File: src/rtl/fse_pkg.sv
package fse_pkg;
  typedef enum logic [2:0] {
    ST_HUNT,
    ST_SEEN1,
    ST_LEN,
    ST_SKIP,
    ST_PAY
  } fse_state_e;
endpackage

File: src/rtl/fse_frame_ctrl.sv
module fse_frame_ctrl #(
  parameter int DATA_W = 8,
  parameter logic [DATA_W-1:0] SYNC_BYTE = 8'hAA,
  parameter int SKIP_LEN = 9
) (
  input  logic              clk,
  input  logic              rst,
  input  logic              acc,
  input  logic [DATA_W-1:0] in_data,
  output logic              pay_take,
  output logic              pay_last
);
  import fse_pkg::*;

  localparam int SKIP_W = $clog2(SKIP_LEN + 1);
  localparam logic [SKIP_W-1:0] SKIP_END = SKIP_W'(SKIP_LEN - 1);

  fse_state_e        st_q, st_d;
  logic [SKIP_W-1:0] skip_q, skip_d;
  logic [DATA_W-1:0] rem_q, rem_d;

  always_comb begin
    st_d   = st_q;
    skip_d = skip_q;
    rem_d  = rem_q;
    if (acc) begin
      case (st_q)
        ST_HUNT:  if (in_data == SYNC_BYTE) st_d = ST_SEEN1;
        ST_SEEN1: st_d = (in_data == SYNC_BYTE) ? ST_LEN : ST_HUNT;
        ST_LEN: begin
          rem_d  = in_data;
          skip_d = '0;
          st_d   = ST_SKIP;
        end
        ST_SKIP: begin
          if (skip_q == SKIP_END) begin
            st_d = (rem_q == '0) ? ST_HUNT : ST_PAY;
          end else begin
            skip_d = skip_q + 1'b1;
          end
        end
        ST_PAY: begin
          rem_d = rem_q - 1'b1;
          if (rem_q == DATA_W'(1)) st_d = ST_HUNT;
        end
        default: st_d = ST_HUNT;
      endcase
    end
  end

  always_ff @(posedge clk) begin
    if (rst) begin
      st_q   <= ST_HUNT;
      skip_q <= '0;
      rem_q  <= '0;
    end else begin
      st_q   <= st_d;
      skip_q <= skip_d;
      rem_q  <= rem_d;
    end
  end

  assign pay_take = acc && (st_q == ST_PAY);
  assign pay_last = (rem_q == DATA_W'(1));

  // the length state is entered only straight after an accepted sync byte
  p_len_after_sync_r2: assert property (@(posedge clk) disable iff (rst)
    $rose(st_q == ST_LEN) |-> $past(acc && (in_data == SYNC_BYTE)));

  // the payload state never runs with nothing left to forward
  p_pay_nonzero_r5: assert property (@(posedge clk) disable iff (rst)
    (st_q == ST_PAY) |-> (rem_q != '0));

  // the gap counter stays inside the gap
  p_skip_bound_r4: assert property (@(posedge clk) disable iff (rst)
    (st_q == ST_SKIP) |-> (skip_q <= SKIP_END));

  // once the gap or payload has started, the next step stays in frame or ends it
  p_no_resync_r7: assert property (@(posedge clk) disable iff (rst)
    (st_q == ST_SKIP) |=> (st_q == ST_SKIP || st_q == ST_PAY || st_q == ST_HUNT));
endmodule

File: src/rtl/fse_out_stage.sv
module fse_out_stage #(
  parameter int DATA_W = 8,
  parameter int CNT_W  = 16
) (
  input  logic              clk,
  input  logic              rst,
  input  logic              load,
  input  logic [DATA_W-1:0] load_data,
  input  logic              load_last,
  input  logic              out_ready,
  output logic              out_valid,
  output logic [DATA_W-1:0] out_data,
  output logic              out_last,
  output logic [CNT_W-1:0]  frame_count
);
  logic done;
  assign done = out_valid && out_ready && out_last;

  always_ff @(posedge clk) begin
    if (rst) begin
      out_valid <= 1'b0;
      out_data  <= '0;
      out_last  <= 1'b0;
    end else if (load) begin
      out_valid <= 1'b1;
      out_data  <= load_data;
      out_last  <= load_last;
    end else if (out_ready) begin
      out_valid <= 1'b0;
      out_last  <= 1'b0;
    end
  end

  always_ff @(posedge clk) begin
    if (rst) frame_count <= '0;
    else if (done) frame_count <= frame_count + 1'b1;
  end

  // a stalled byte stays put
  p_hold_stable_r9: assert property (@(posedge clk) disable iff (rst)
    (out_valid && !out_ready) |=> (out_valid && $stable(out_data) && $stable(out_last)));

  // no new byte is loaded over a stalled one
  p_no_overwrite_r9: assert property (@(posedge clk) disable iff (rst)
    (out_valid && !out_ready) |-> !load);

  // each delivered final byte bumps the count by one
  p_count_step_r10: assert property (@(posedge clk) disable iff (rst)
    done |=> (frame_count == $past(frame_count) + 1'b1));

  // last is flagged only on a presented byte
  p_last_valid_r6: assert property (@(posedge clk) disable iff (rst)
    out_last |-> out_valid);
endmodule

File: src/rtl/fse_extractor.sv
module fse_extractor #(
  parameter int DATA_W = 8,
  parameter logic [DATA_W-1:0] SYNC_BYTE = 8'hAA,
  parameter int SKIP_LEN = 9,
  parameter int CNT_W = 16
) (
  input  logic              clk,
  input  logic              rst,
  input  logic              in_valid,
  output logic              in_ready,
  input  logic [DATA_W-1:0] in_data,
  output logic              out_valid,
  input  logic              out_ready,
  output logic [DATA_W-1:0] out_data,
  output logic              out_last,
  output logic [CNT_W-1:0]  frame_count
);
  logic acc, pay_take, pay_last;

  assign in_ready = !out_valid || out_ready;
  assign acc      = in_valid && in_ready;

  fse_frame_ctrl #(
    .DATA_W(DATA_W), .SYNC_BYTE(SYNC_BYTE), .SKIP_LEN(SKIP_LEN)
  ) ctrl_i (
    .clk(clk), .rst(rst), .acc(acc), .in_data(in_data),
    .pay_take(pay_take), .pay_last(pay_last)
  );

  fse_out_stage #(
    .DATA_W(DATA_W), .CNT_W(CNT_W)
  ) ostage_i (
    .clk(clk), .rst(rst), .load(pay_take), .load_data(in_data),
    .load_last(pay_last), .out_ready(out_ready), .out_valid(out_valid),
    .out_data(out_data), .out_last(out_last), .frame_count(frame_count)
  );

  // reset leaves the input open and the output empty
  p_reset_state_r1: assert property (@(posedge clk)
    rst |=> (!out_valid && in_ready && frame_count == '0));
endmodule

File: config.mk
export PLATFORM = sky130hd
export DESIGN_NAME = fse_extractor
export DESIGN_NICKNAME = d
export VERILOG_FILES = /design/src/rtl/fse_pkg.sv /design/src/rtl/fse_frame_ctrl.sv /design/src/rtl/fse_out_stage.sv /design/src/rtl/fse_extractor.sv
export SDC_FILE = /design/constraint.sdc
export NUM_CORES = 1
export LEC_CHECK = 0
export ABC_AREA = 1
export CAP_MARGIN = 20
export CORE_UTILIZATION = 62
export DETAILED_ROUTE_END_ITERATION = 7
export DONT_BUFFER_PORTS = 1
export GPL_ROUTABILITY_DRIVEN = 0
export GPL_TIMING_DRIVEN = 1
export PLACE_DENSITY = 0.78
export SYNTH_ARGS = -nofsm -noshare
export SYNTH_HDL_FRONTEND = slang
export SYNTH_SLANG_ARGS = --single-unit
File: constraint.sdc
create_clock -name clk -period 2.87 [get_ports clk]
set_input_delay 0.287 -clock clk [delete_from_list [all_inputs] [get_ports clk]]
set_output_delay 0.287 -clock clk [all_outputs]
set_load 0.01 [all_outputs]
=== Yosys cells after proc, flatten, opt, wreduce, memory -nomap -nowiden ===
Cells that the tools add are included.

* Register bits after elaboration: 41
* Word-level logic and storage cells: 47
* Bits of input ports: 12
* Output and inout bits: 27

* Multiplexer cells: 12
* Reduce and logical (&&, ||, !) cells: 14
* Add/subtract/negate cells: 3
* Equal/unequal tests: 11

{| class="wikitable"
|+ Operator list
! operator !! count
|-
| adder 16 x 1 -> 16 bit (second input constant) || 1
|-
| one-hot mux 8 bit (2 select lines) || 1
|-
| one-hot mux 3 bit (5 select lines) || 1
|-
| two-way mux 3 bit || 4
|-
| equality test 8 x 1 -> 1 bit (second input constant) || 1
|-
| equality test 8 bit (second input constant) || 1
|-
| zero test 8 bit || 1
|-
| one-hot mux 4 bit (2 select lines) || 1
|-
| subtractor 8 x 1 -> 8 bit (second input constant) || 1
|-
| equality test 3 x 2 -> 1 bit (second input constant) || 2
|-
| inequality test 2 x 1 -> 1 bit (second input constant) || 3
|-
| nonzero test 2 bit || 3
|-
| adder 4 x 1 -> 4 bit (second input constant) || 1
|-
| equality test 4 bit (second input constant) || 1
|-
| logical AND 1 bit || 4
|-
| two-way mux 4 bit || 1
|-
| AND reduction 4 bit || 1
|-
| equality test 3 x 1 -> 1 bit (second input constant) || 1
|-
| equality test 3 bit (second input constant) || 1
|-
| zero test 3 bit || 1
|-
| two-way mux 1 bit || 3
|-
| AND reduction 3 bit || 1
|-
| two-way mux 2 bit || 1
|-
| inequality test 2 bit (second input constant) || 1
|-
| other kinds (3) || 3
|}

=== Longest topological paths before layout ===
Gate-level depths: netlist of run 1.

* Depth after elaboration: 5
* Depth in mapped cells: 9
* Mapped depth without buffers: 9

=== Hierarchy ===
From an unflattened synthesis of run 1, not the netlist that was laid out.

* Cells, all modules: 342
* Area, all modules: 2,285.9 µm²

{| class="wikitable"
|+ By module, submodules not included
! module !! times used !! sequential area each (µm²) !! area an instance (µm²) !! cells each
|-
| fse_out_stage || 1 || 520.5 || 1,223.7 || 171
|-
| fse_frame_ctrl || 1 || 300.3 || 1,042.2 || 167
|-
| fse_extractor || 1 || 0.0 || 20.0 || 4
|}

=== Worst setup path before layout of run 1 ===
Ideal clock, no wire load.

* Kind: register to register
* From: register ostage_i.frame_count[0]
* To: register ostage_i.frame_count[14]
* Arrival: 1,220 ps
* Period minus slack after synthesis: 1,335 ps
* Slack: 1,535 ps
* Library setup time: 115 ps
* Data required time: 2,755 ps
* Buffers on the path: 0
* Stages on the path, launching flop included: 9
* Cells stage by stage: dfxtp_1 > ha_1 > inv_1 > nor2_2 > nand3_1 > nor2_1 > nand3_1 > nand2_1 > nor2_1

* Word-level cells in the longest chain between the ends: 1

{| class="wikitable"
|+ Ends and longest elaborated chain
! item !! RTL line !! RTL
|-
| start, declared || fse_out_stage.sv:14 || <nowiki>output logic [CNT_W-1:0] frame_count</nowiki>
|-
| start signal, assigned || fse_out_stage.sv:36 || <nowiki>else if (done) frame_count <= frame_count + 1'b1;</nowiki>
|-
| adder 16 x 1 -> 16 bit || fse_out_stage.sv:36 ||
|}

No other way between the ends.
A chain may end at the register's enable or synchronous reset.

=== Final worst setup path of run 1 ===
Ends and elaborated chain as after synthesis.

==> results of run 1 <==
==> worst reg2reg max path, cell delays in order (launching register included) <==
cell and delay [ns]:
sky130_fd_sc_hd__dfxtp_1 0.46, sky130_fd_sc_hd__ha_1 0.21, sky130_fd_sc_hd__inv_1 0.07, sky130_fd_sc_hd__nor2_2 0.17, sky130_fd_sc_hd__nand3_1 0.15, sky130_fd_sc_hd__nor2_1 0.20
sky130_fd_sc_hd__nand3_1 0.09, sky130_fd_sc_hd__nand2_1 0.06, sky130_fd_sc_hd__nor2_1 0.06
==> synthesized netlist by cell type, types with 4 or more instances <==
master	count	area, um^2
sky130_fd_sc_hd__inv_1	30	113
sky130_fd_sc_hd__ha_1	5	62.6
sky130_fd_sc_hd__a21oi_1	25	125
sky130_fd_sc_hd__nor2_1	46	173
sky130_fd_sc_hd__o21ai_0	29	145
sky130_fd_sc_hd__nand4_1	6	37.5
sky130_fd_sc_hd__nand3_1	15	75.1
sky130_fd_sc_hd__nor3_1	4	20.0
sky130_fd_sc_hd__dfxtp_1	41	821
sky130_fd_sc_hd__nand2_1	58	218
sky130_fd_sc_hd__nor2_4	4	45.0
==> power breakdown <==
part / switching, mW / leakage (nW) / internal (mW)
registers: 0.0890 / 0.331 / 0.654
clock network: 0.180 / 0.0303 / 0.115
logic: 0.309 / 0.556 / 0.171
==> logic make-up (layout without fill, tap and decap cells) <==
family / after synthesis / after routing / share of synthesized area
adders and majority gates: 5 / 5 / 0.0293
xor gates and xnor gates: 2 / 2 / 0.00821
buffers and inverters: 39 / 42 / 0.0786
and+or+nand+nor: 146 / 146 / 0.324
AOI/OAI and AO/OA: 67 / 67 / 0.176
DFF: 41 / 41 / 0.385
==> registers in the layout (all words and copies together), names as in the netlist <==
signal                cells
ctrl_i.st_q               3
ostage_i.out_data         8
ostage_i.out_last         1
ctrl_i.rem_q              8
ctrl_i.skip_q             4
ostage_i.out_valid        1
ostage_i.frame_count     16
==> path summary, 6_finish.rpt <==
check / start / cells after the start / slack [ns] / end
worst min register to register: ctrl_i.rem_q[6]$_SDFFE_PP0P_ / 2 / 0.47 / ctrl_i.rem_q[6]$_SDFFE_PP0P_
worst max register to register: ostage_i.frame_count[0]$_SDFFE_PP0P_ / 8 / 1.31 / ostage_i.frame_count[14]$_SDFFE_PP0P_
worst max-delay path: ostage_i.frame_count[0]$_SDFFE_PP0P_ / 8 / 1.31 / ostage_i.frame_count[14]$_SDFFE_PP0P_
worst min-delay path: in_data[5] / 2 / 0.07 / ostage_i.out_data[5]$_SDFFE_PP0P_
==> area by class of cell <==
cell class / instances / share of cell area
inverter: 34 / 0.0586
multi-input combinational: 220 / 0.516
tap: 44 / 0.0248
sequential: 41 / 0.370
clock inverter: 1 / 0.00338
clock buffer: 6 / 0.0231
timing repair buffer: 1 / 0.00451
==> cell usage in the layout (no fill, tap or decap), drive strengths merged <==
master,synthesis,final
a31oi,1,1
nand4,6,6
o21ai,32,32
nand2,63,63
xor2,2,2
dfxtp,41,41
a21oi,28,28
dlygate4sd3,0,1
nor3b,1,1
inv,33,33
nand3b,2,2
a31o,1,1
clkbuf,2,6
ha,5,5
clkinvlp,0,1
a211oi,2,2
nand3,17,17
nor2,51,51
or2,2,2
o21a,2,2
nor3,4,4
clkinv,1,1
o211ai,1,1
==> routing by layer <==
metal  track usage  vias to the layer above  wire length (um)  part of all wire
li1              -                      989                 -                 -
met1         0.316                      850              2040              0.50
met2         0.399                       38              1810              0.44
met3        0.0640                        7               206             0.050
met4         0.104                        0                58             0.014
met5             0                        -                 0                 0
==> metrics by stage <==
step                      power [mW]   util  instances
final                           1.52  0.704        347
after global routing            1.64  0.704        347
after CTS                       1.53  0.704        347
after detailed placement        1.22  0.683        339
after global placement          1.22  0.683        339
after floorplan                 1.15      -        300
==> repair_timing <==
item / CTS / global route
hold buffers: 1 / 0
endpoints found under the hold margin: 12 / 0
endpoints found under the setup margin: 0 / 0
==> report_table.html, run 1 <==
<table>
<tr><th>Metric</th><th>Value</th></tr>
<tr><th colspan="2">STA</th></tr>
<tr><td>RSZ-0062 raised after global routing</td><td>no</td></tr>
<tr><td>Smallest setup slack after layout</td><td>between 1 and 1.5 ns</td></tr>
<tr><td>Part of the cycle the worst path needs</td><td>0.545</td></tr>
<tr><td>Relative slew slack</td><td>0.521</td></tr>
<tr><td>Pins Over Slew Limit</td><td>0</td></tr>
<tr><td>Min Hold Slack</td><td>between 0.07 and 0.08 ns</td></tr>
<tr><td>Total negative setup slack</td><td>0 ns</td></tr>
<tr><td>Actual transition at the worst max-transition pin</td><td>~0.71 ns</td></tr>
<tr><td>Tmin final</td><td>between 1.5 and 2 ns</td></tr>
<tr><td>Final-report setup violation count</td><td>0</td></tr>
<tr><td>Endpoints failing hold</td><td>0</td></tr>
<tr><td>Worst clock skew</td><td>roughly 0.0077 ns</td></tr>
<tr><td>Max Freq</td><td>between 0.6 and 0.7 GHz</td></tr>
<tr><th colspan="2">Clocking</th></tr>
<tr><td>Number of buffers inserted to repair setup after CTS</td><td>0</td></tr>
<tr><td>Clock tree from TritonCTS</td><td>built</td></tr>
<tr><td>H-tree levels</td><td>2</td></tr>
<tr><td>Clock Sinks</td><td>roughly 40</td></tr>
<tr><td>CTS clock-pin slew for the worst setup and hold paths</td><td>roughly 0.12 ns</td></tr>
<tr><td>Number of gates resized after CTS</td><td>0</td></tr>
<tr><td>Maximum root-to-sink buffer count</td><td>2</td></tr>
<tr><td>CTS Buf Count</td><td>5</td></tr>
<tr><td>Later-pin clock latency in the skew report</td><td>0.35 ns</td></tr>
<tr><td>CTS Root Buffer Type</td><td>sky130_fd_sc_hd__clkbuf_4</td></tr>
<tr><th colspan="2">Placement</th></tr>
<tr><td>Number of buffers added on ports</td><td>0</td></tr>
<tr><td>Dpl hpwl</td><td>around 3.0 mm</td></tr>
<tr><td>Total placed instance area</td><td>approximately 2200 um^2</td></tr>
<tr><td>Post-Place Worst Slack</td><td>1.34 ns</td></tr>
<tr><th colspan="2">Status</th></tr>
<tr><td>Outcome</td><td>finished, final reports clean</td></tr>
<tr><th colspan="2">Finish</th></tr>
<tr><td>Share of post-route cells with drive strength above 1</td><td>0.106</td></tr>
<tr><td>Antenna Diode Count</td><td>0</td></tr>
<tr><td>Number of filler cells placed in the layout</td><td>roughly 300</td></tr>
<tr><td>Storage cell area</td><td>between 800 and 900 um^2</td></tr>
<tr><td>Number of nets in the layout</td><td>320</td></tr>
<tr><td>Final design instance area without fill</td><td>approximately 2200 um^2</td></tr>
<tr><td>Area taken by multi-input logic gates</td><td>between 1000 and 1500 um^2</td></tr>
<tr><td>Syn-to-layout area delta</td><td>4.04%</td></tr>
<tr><th colspan="2">Detailed routing</th></tr>
<tr><td>Average via count per standard cell</td><td>about 5.4</td></tr>
<tr><td>Initial DRC Count</td><td>138</td></tr>
<tr><td>Routed WL per cell</td><td>roughly 12 um</td></tr>
<tr><td>Via count of the routed design</td><td>roughly 1900</td></tr>
<tr><td>Drt total wl</td><td>4.11 mm</td></tr>
<tr><td>Number of detailed-route iterations in the first pass</td><td>4</td></tr>
<tr><td>DRC viols</td><td>0</td></tr>
<tr><td>Antenna-violating nets left</td><td>0</td></tr>
<tr><th colspan="2">Setup path</th></tr>
<tr><td>CP delay by family, top</td><td>simple AND/OR/NAND/NOR gates</td></tr>
<tr><td>Worst path slowest cell</td><td>sky130_fd_sc_hd__dfxtp_1</td></tr>
<tr><td>Arrival time worst endpoint</td><td>roughly 1.8 ns</td></tr>
<tr><td>CP required</td><td>~3.1 ns</td></tr>
<tr><td>CP Cell Sequence</td><td>ha_1, inv_1, nor2_2, nand3_1, nor2_1, nand3_1, nand2_1, nor2_1</td></tr>
<tr><td>Largest incremental delay on the critical path</td><td>0.46 ns</td></tr>
<tr><td>Nature of the critical path startpoint</td><td>flip-flop</td></tr>
<tr><td>Crit-path max FO</td><td>5</td></tr>
<tr><td>Buffers &amp; Inverters on Critical Path</td><td>1</td></tr>
<tr><td>Critical Path Sink Type</td><td>flip-flop</td></tr>
<tr><td>Setup Crit Path Kind</td><td>reg2reg</td></tr>
<tr><th colspan="2">GRT</th></tr>
<tr><td>Vias in the first global route</td><td>approximately 1700</td></tr>
<tr><td>Residual overflow from global routing</td><td>0</td></tr>
<tr><td>First-pass GRT wire length</td><td>slightly below 7 mm</td></tr>
<tr><td>All-layer global routing usage</td><td>0.248</td></tr>
<tr><td>Maximum number of pins on one net before global-route repair</td><td>29</td></tr>
<tr><td>Initial antenna violation count</td><td>0</td></tr>
<tr><th colspan="2">Pwr</th></tr>
<tr><td>LEAKAGE</td><td>between 0.9 and 1 nW</td></tr>
<tr><td>Power density relative to cell area</td><td>around 680 nW/um^2</td></tr>
<tr><td>Peak supply drop</td><td>~0.00046 V</td></tr>
<tr><th colspan="2">Synth</th></tr>
<tr><td>Share of flip-flops with an asynchronous set or reset after synthesis</td><td>0</td></tr>
<tr><td>Portion of the post-synthesis area used by sequential elements</td><td>0.385</td></tr>
<tr><td>Post-synthesis cell count</td><td>300</td></tr>
<tr><td>Top flip-flop cell by instance count after synthesis</td><td>sky130_fd_sc_hd__dfxtp_1</td></tr>
<tr><td>Synthesized Nets</td><td>roughly 320</td></tr>
<tr><td>Library cells used by synthesis</td><td>34</td></tr>
<tr><td>Yosys reg bits</td><td>41</td></tr>
<tr><td>Mapped Avg Cell Area</td><td>just over 7 um^2</td></tr>
<tr><td>EDFF count, synth</td><td>0</td></tr>
<tr><td>Combined area of all synthesized cells</td><td>around 2100 um^2</td></tr>
<tr><td>Number of synthesis warnings</td><td>0</td></tr>
<tr><th colspan="2">Die</th></tr>
<tr><td>Overall die area</td><td>3680 um^2</td></tr>
<tr><td>Initial Util</td><td>0.677</td></tr>
<tr><td>Die X-Extent</td><td>just over 60 um</td></tr>
<tr><td>Rows</td><td>20</td></tr>
<tr><td>Die Y</td><td>around 60 um</td></tr>
<tr><td>Area of the core</td><td>around 3200 um^2</td></tr>
<tr><td>Top-Level Pins</td><td>39</td></tr>
<tr><th colspan="2">Job</th></tr>
<tr><td>Count of maximum capacitance violations</td><td>0</td></tr>
<tr><th colspan="2">Hold path</th></tr>
<tr><td>Worst min-delay path category</td><td>in2reg</td></tr>
</table>
No activity file was read; power rests on OpenSTA's default activity.
==> inputs of run 2 (changes only) <==
clock period = 1.6 ns   (was 2.87 ns; I/O delays follow)
==> report_table.html, run 2 (same netlist as run 1, synthesis figures left out) <==
<table>
<tr><th>Metric</th><th>Value</th></tr>
<tr><th colspan="2">Status</th></tr>
<tr><td>Outcome</td><td>finished, final reports clean</td></tr>
<tr><th colspan="2">Setup path</th></tr>
<tr><td>Critical Path Sink Type</td><td>flip-flop</td></tr>
<tr><td>CP Cell Sequence</td><td>ha_1, inv_1, nor2_2, nand3_1, nor2_1, nand3_1, nand2_1, nor2_1</td></tr>
<tr><td>Nature of the critical path startpoint</td><td>flip-flop</td></tr>
<tr><td>Setup Crit Path Kind</td><td>reg2reg</td></tr>
<tr><td>Arrival time worst endpoint</td><td>1.70 ns</td></tr>
<tr><td>CP required</td><td>1.84 ns</td></tr>
<tr><td>Crit-path max FO</td><td>5</td></tr>
<tr><td>Largest incremental delay on the critical path</td><td>~0.41 ns</td></tr>
<tr><td>Worst path slowest cell</td><td>sky130_fd_sc_hd__dfxtp_2</td></tr>
<tr><th colspan="2">Clocking</th></tr>
<tr><td>CTS Root Buffer Type</td><td>sky130_fd_sc_hd__clkbuf_4</td></tr>
<tr><td>Number of buffers inserted to repair setup after CTS</td><td>0</td></tr>
<tr><td>Maximum root-to-sink buffer count</td><td>2</td></tr>
<tr><td>CTS Buf Count</td><td>5</td></tr>
<tr><td>H-tree levels</td><td>2</td></tr>
<tr><td>Later-pin clock latency in the skew report</td><td>0.34 ns</td></tr>
<tr><td>Clock tree from TritonCTS</td><td>built</td></tr>
<tr><td>Clock Sinks</td><td>41</td></tr>
<tr><td>CTS clock-pin slew for the worst setup and hold paths</td><td>roughly 0.11 ns</td></tr>
<tr><th colspan="2">Detailed routing</th></tr>
<tr><td>Drt total wl</td><td>between 4 and 5 mm</td></tr>
<tr><td>Initial DRC Count</td><td>94</td></tr>
<tr><td>Met1 routed wirelength after detailed routing</td><td>2.13 mm</td></tr>
<tr><td>Antenna-violating nets left</td><td>0</td></tr>
<tr><td>Average via count per standard cell</td><td>5.38</td></tr>
<tr><td>Via count of the routed design</td><td>1941</td></tr>
<tr><td>Routed wl met2</td><td>about 2.1 mm</td></tr>
<tr><td>Routed WL per cell</td><td>approximately 13 um</td></tr>
<tr><td>Uppermost metal layer occupied by signal nets</td><td>met4</td></tr>
<tr><td>WL met3</td><td>~300 um</td></tr>
<tr><td>DRC viols</td><td>0</td></tr>
<tr><td>Number of detailed-route iterations in the first pass</td><td>4</td></tr>
<tr><th colspan="2">Die</th></tr>
<tr><td>Initial Util</td><td>0.677</td></tr>
<tr><td>Top-Level Pins</td><td>39</td></tr>
<tr><td>Overall die area</td><td>around 3700 um^2</td></tr>
<tr><td>Rows</td><td>20</td></tr>
<tr><td>Die X-Extent</td><td>between 60 and 70 um</td></tr>
<tr><td>Area of the core</td><td>approximately 3200 um^2</td></tr>
<tr><td>Die Y</td><td>60.7 um</td></tr>
<tr><th colspan="2">Job</th></tr>
<tr><td>Count of maximum capacitance violations</td><td>0</td></tr>
<tr><th colspan="2">STA</th></tr>
<tr><td>Relative slew slack</td><td>0.616</td></tr>
<tr><td>Final-report setup violation count</td><td>0</td></tr>
<tr><td>Endpoints failing hold</td><td>0</td></tr>
<tr><td>Pins Over Slew Limit</td><td>0</td></tr>
<tr><td>Max Freq</td><td>about 0.69 GHz</td></tr>
<tr><td>RSZ-0062 raised after global routing</td><td>no</td></tr>
<tr><td>Worst clock skew</td><td>0.00443 ns</td></tr>
<tr><td>Tmin final</td><td>about 1.5 ns</td></tr>
<tr><td>Part of the cycle the worst path needs</td><td>0.909</td></tr>
<tr><td>Min Hold Slack</td><td>~0.021 ns</td></tr>
<tr><td>Total negative setup slack</td><td>0 ns</td></tr>
<tr><td>Actual transition at the worst max-transition pin</td><td>about 0.57 ns</td></tr>
<tr><th colspan="2">GRT</th></tr>
<tr><td>Residual overflow from global routing</td><td>0</td></tr>
<tr><td>First-pass GRT wire length</td><td>~7.4 mm</td></tr>
<tr><td>Initial antenna violation count</td><td>0</td></tr>
<tr><td>Maximum number of pins on one net before global-route repair</td><td>20</td></tr>
<tr><td>Vias in the first global route</td><td>around 1800</td></tr>
<tr><td>All-layer global routing usage</td><td>0.277</td></tr>
<tr><th colspan="2">Finish</th></tr>
<tr><td>Most common cell after layout, fill and taps aside</td><td>sky130_fd_sc_hd__nand2_1</td></tr>
<tr><td>Max reg flops</td><td>16</td></tr>
<tr><td>Antenna Diode Count</td><td>0</td></tr>
<tr><td>Largest registers</td><td>ostage_i.frame_count (16), ctrl_i.rem_q (8), ostage_i.out_data (8)</td></tr>
<tr><td>Number of nets in the layout</td><td>approximately 340</td></tr>
<tr><td>Share of post-route cells with drive strength above 1</td><td>0.129</td></tr>
<tr><td>Number of filler cells placed in the layout</td><td>between 200 and 300</td></tr>
<tr><td>Most frequent cells in the layout</td><td>sky130_fd_sc_hd__nand2_1 (58), sky130_fd_sc_hd__nor2_1 (46), sky130_fd_sc_hd__dfxtp_1 (38), sky130_fd_sc_hd__inv_1 (30), sky130_fd_sc_hd__o21ai_0 (29)</td></tr>
<tr><td>Register with the most flip-flops</td><td>ostage_i.frame_count</td></tr>
<tr><td>Syn-to-layout area delta</td><td>10.3%</td></tr>
<tr><th colspan="2">Pwr</th></tr>
<tr><td>Peak supply drop</td><td>~0.00074 V</td></tr>
<tr><td>Power density relative to cell area</td><td>around 1100 nW/um^2</td></tr>
<tr><td>LEAKAGE</td><td>roughly 0.99 nW</td></tr>
<tr><th colspan="2">Placement</th></tr>
<tr><td>Number of buffers added on ports</td><td>0</td></tr>
<tr><td>Dpl hpwl</td><td>3.24 mm</td></tr>
<tr><th colspan="2">Hold path</th></tr>
<tr><td>Worst min-delay path category</td><td>in2reg</td></tr>
</table>
==> run 2: changes by cell type in the layout (fill, tap and decap cells not counted) <==
cell                            delta
sky130_fd_sc_hd__dfxtp_1           -3
sky130_fd_sc_hd__clkbuf_8          -1
sky130_fd_sc_hd__buf_12            +1
sky130_fd_sc_hd__dlygate4sd3_1     +8
sky130_fd_sc_hd__dfxtp_2           +3
sky130_fd_sc_hd__clkinv_2          +1
sky130_fd_sc_hd__buf_4             +6
sky130_fd_sc_hd__clkinvlp_4        -1
==> run 2: cell type report <==
type                    instances  area (um^2)  area share
multi-input cells             220         1150       0.487
well taps                      44         55.1      0.0234
flip-flops and latches         41          825       0.350
clock buffers                   5         37.5      0.0159
clock inverters                 1         5.00     0.00213
repair buffers                 16          155      0.0659
inverters                      34          130      0.0553
==> run 2: timing repair <==
| item | CTS | global route |
|---|---|---|
| endpoints found under the setup margin | 0 | 4 |
| hold buffers | 9 | 0 |
| gates resized for setup | 0 | 3 |
| endpoints found under the hold margin | 21 | 0 |
==> run 2: where the power goes <==
| group | internal [mW] | total [mW] | switching, mW |
|---|---|---|---|
| Clock | 0.153 | 0.456 | 0.303 |
| Combinational | 0.329 | 0.893 | 0.564 |
| Sequential | 1.17 | 1.33 | 0.157 |
==> run 2: critical path: cells and delay by family (launching register included) <==
kind	cells	cell delay [ns]
DFF	1	0.41
buffers and inverters	1	0.06
and+or+nand+nor	6	0.71
adders and majority gates	1	0.19
==> run 2: path summary, 6_finish.rpt <==
check | startpoint | cells past startpoint | slack [ns] | end
max | ostage_i.frame_count[0]$_SDFFE_PP0P_ | 8 | 0.15 | ostage_i.frame_count[14]$_SDFFE_PP0P_
min | in_data[4] | 2 | 0.02 | ctrl_i.rem_q[4]$_SDFFE_PP0P_
max reg2reg | ostage_i.frame_count[0]$_SDFFE_PP0P_ | 8 | 0.15 | ostage_i.frame_count[14]$_SDFFE_PP0P_
min reg2reg | ctrl_i.rem_q[6]$_SDFFE_PP0P_ | 2 | 0.47 | ctrl_i.rem_q[6]$_SDFFE_PP0P_
==> run 2: layer usage <==
| layer | global-route usage | vias up |
|---|---|---|
| met2 | 0.462 | 50 |
| li1 | - | 1013 |
| met4 | 0.117 | 0 |
| met1 | 0.345 | 871 |
| met3 | 0.0640 | 7 |
| met5 | 0 | - |
==> run 2: through the flow <==
step	utilization	cell area (um^2)	std cells	setup slack [ns]	power, mW
after floorplan	-	2130	300	0.265	2.06
final	0.746	2350	361	0.146	2.68
after detailed placement	0.703	2220	346	0.112	2.21
after global routing	0.746	2350	361	0.00467	2.89
after global placement	0.703	2220	346	0.144	2.20
after CTS	0.745	2350	361	0.0856	2.70
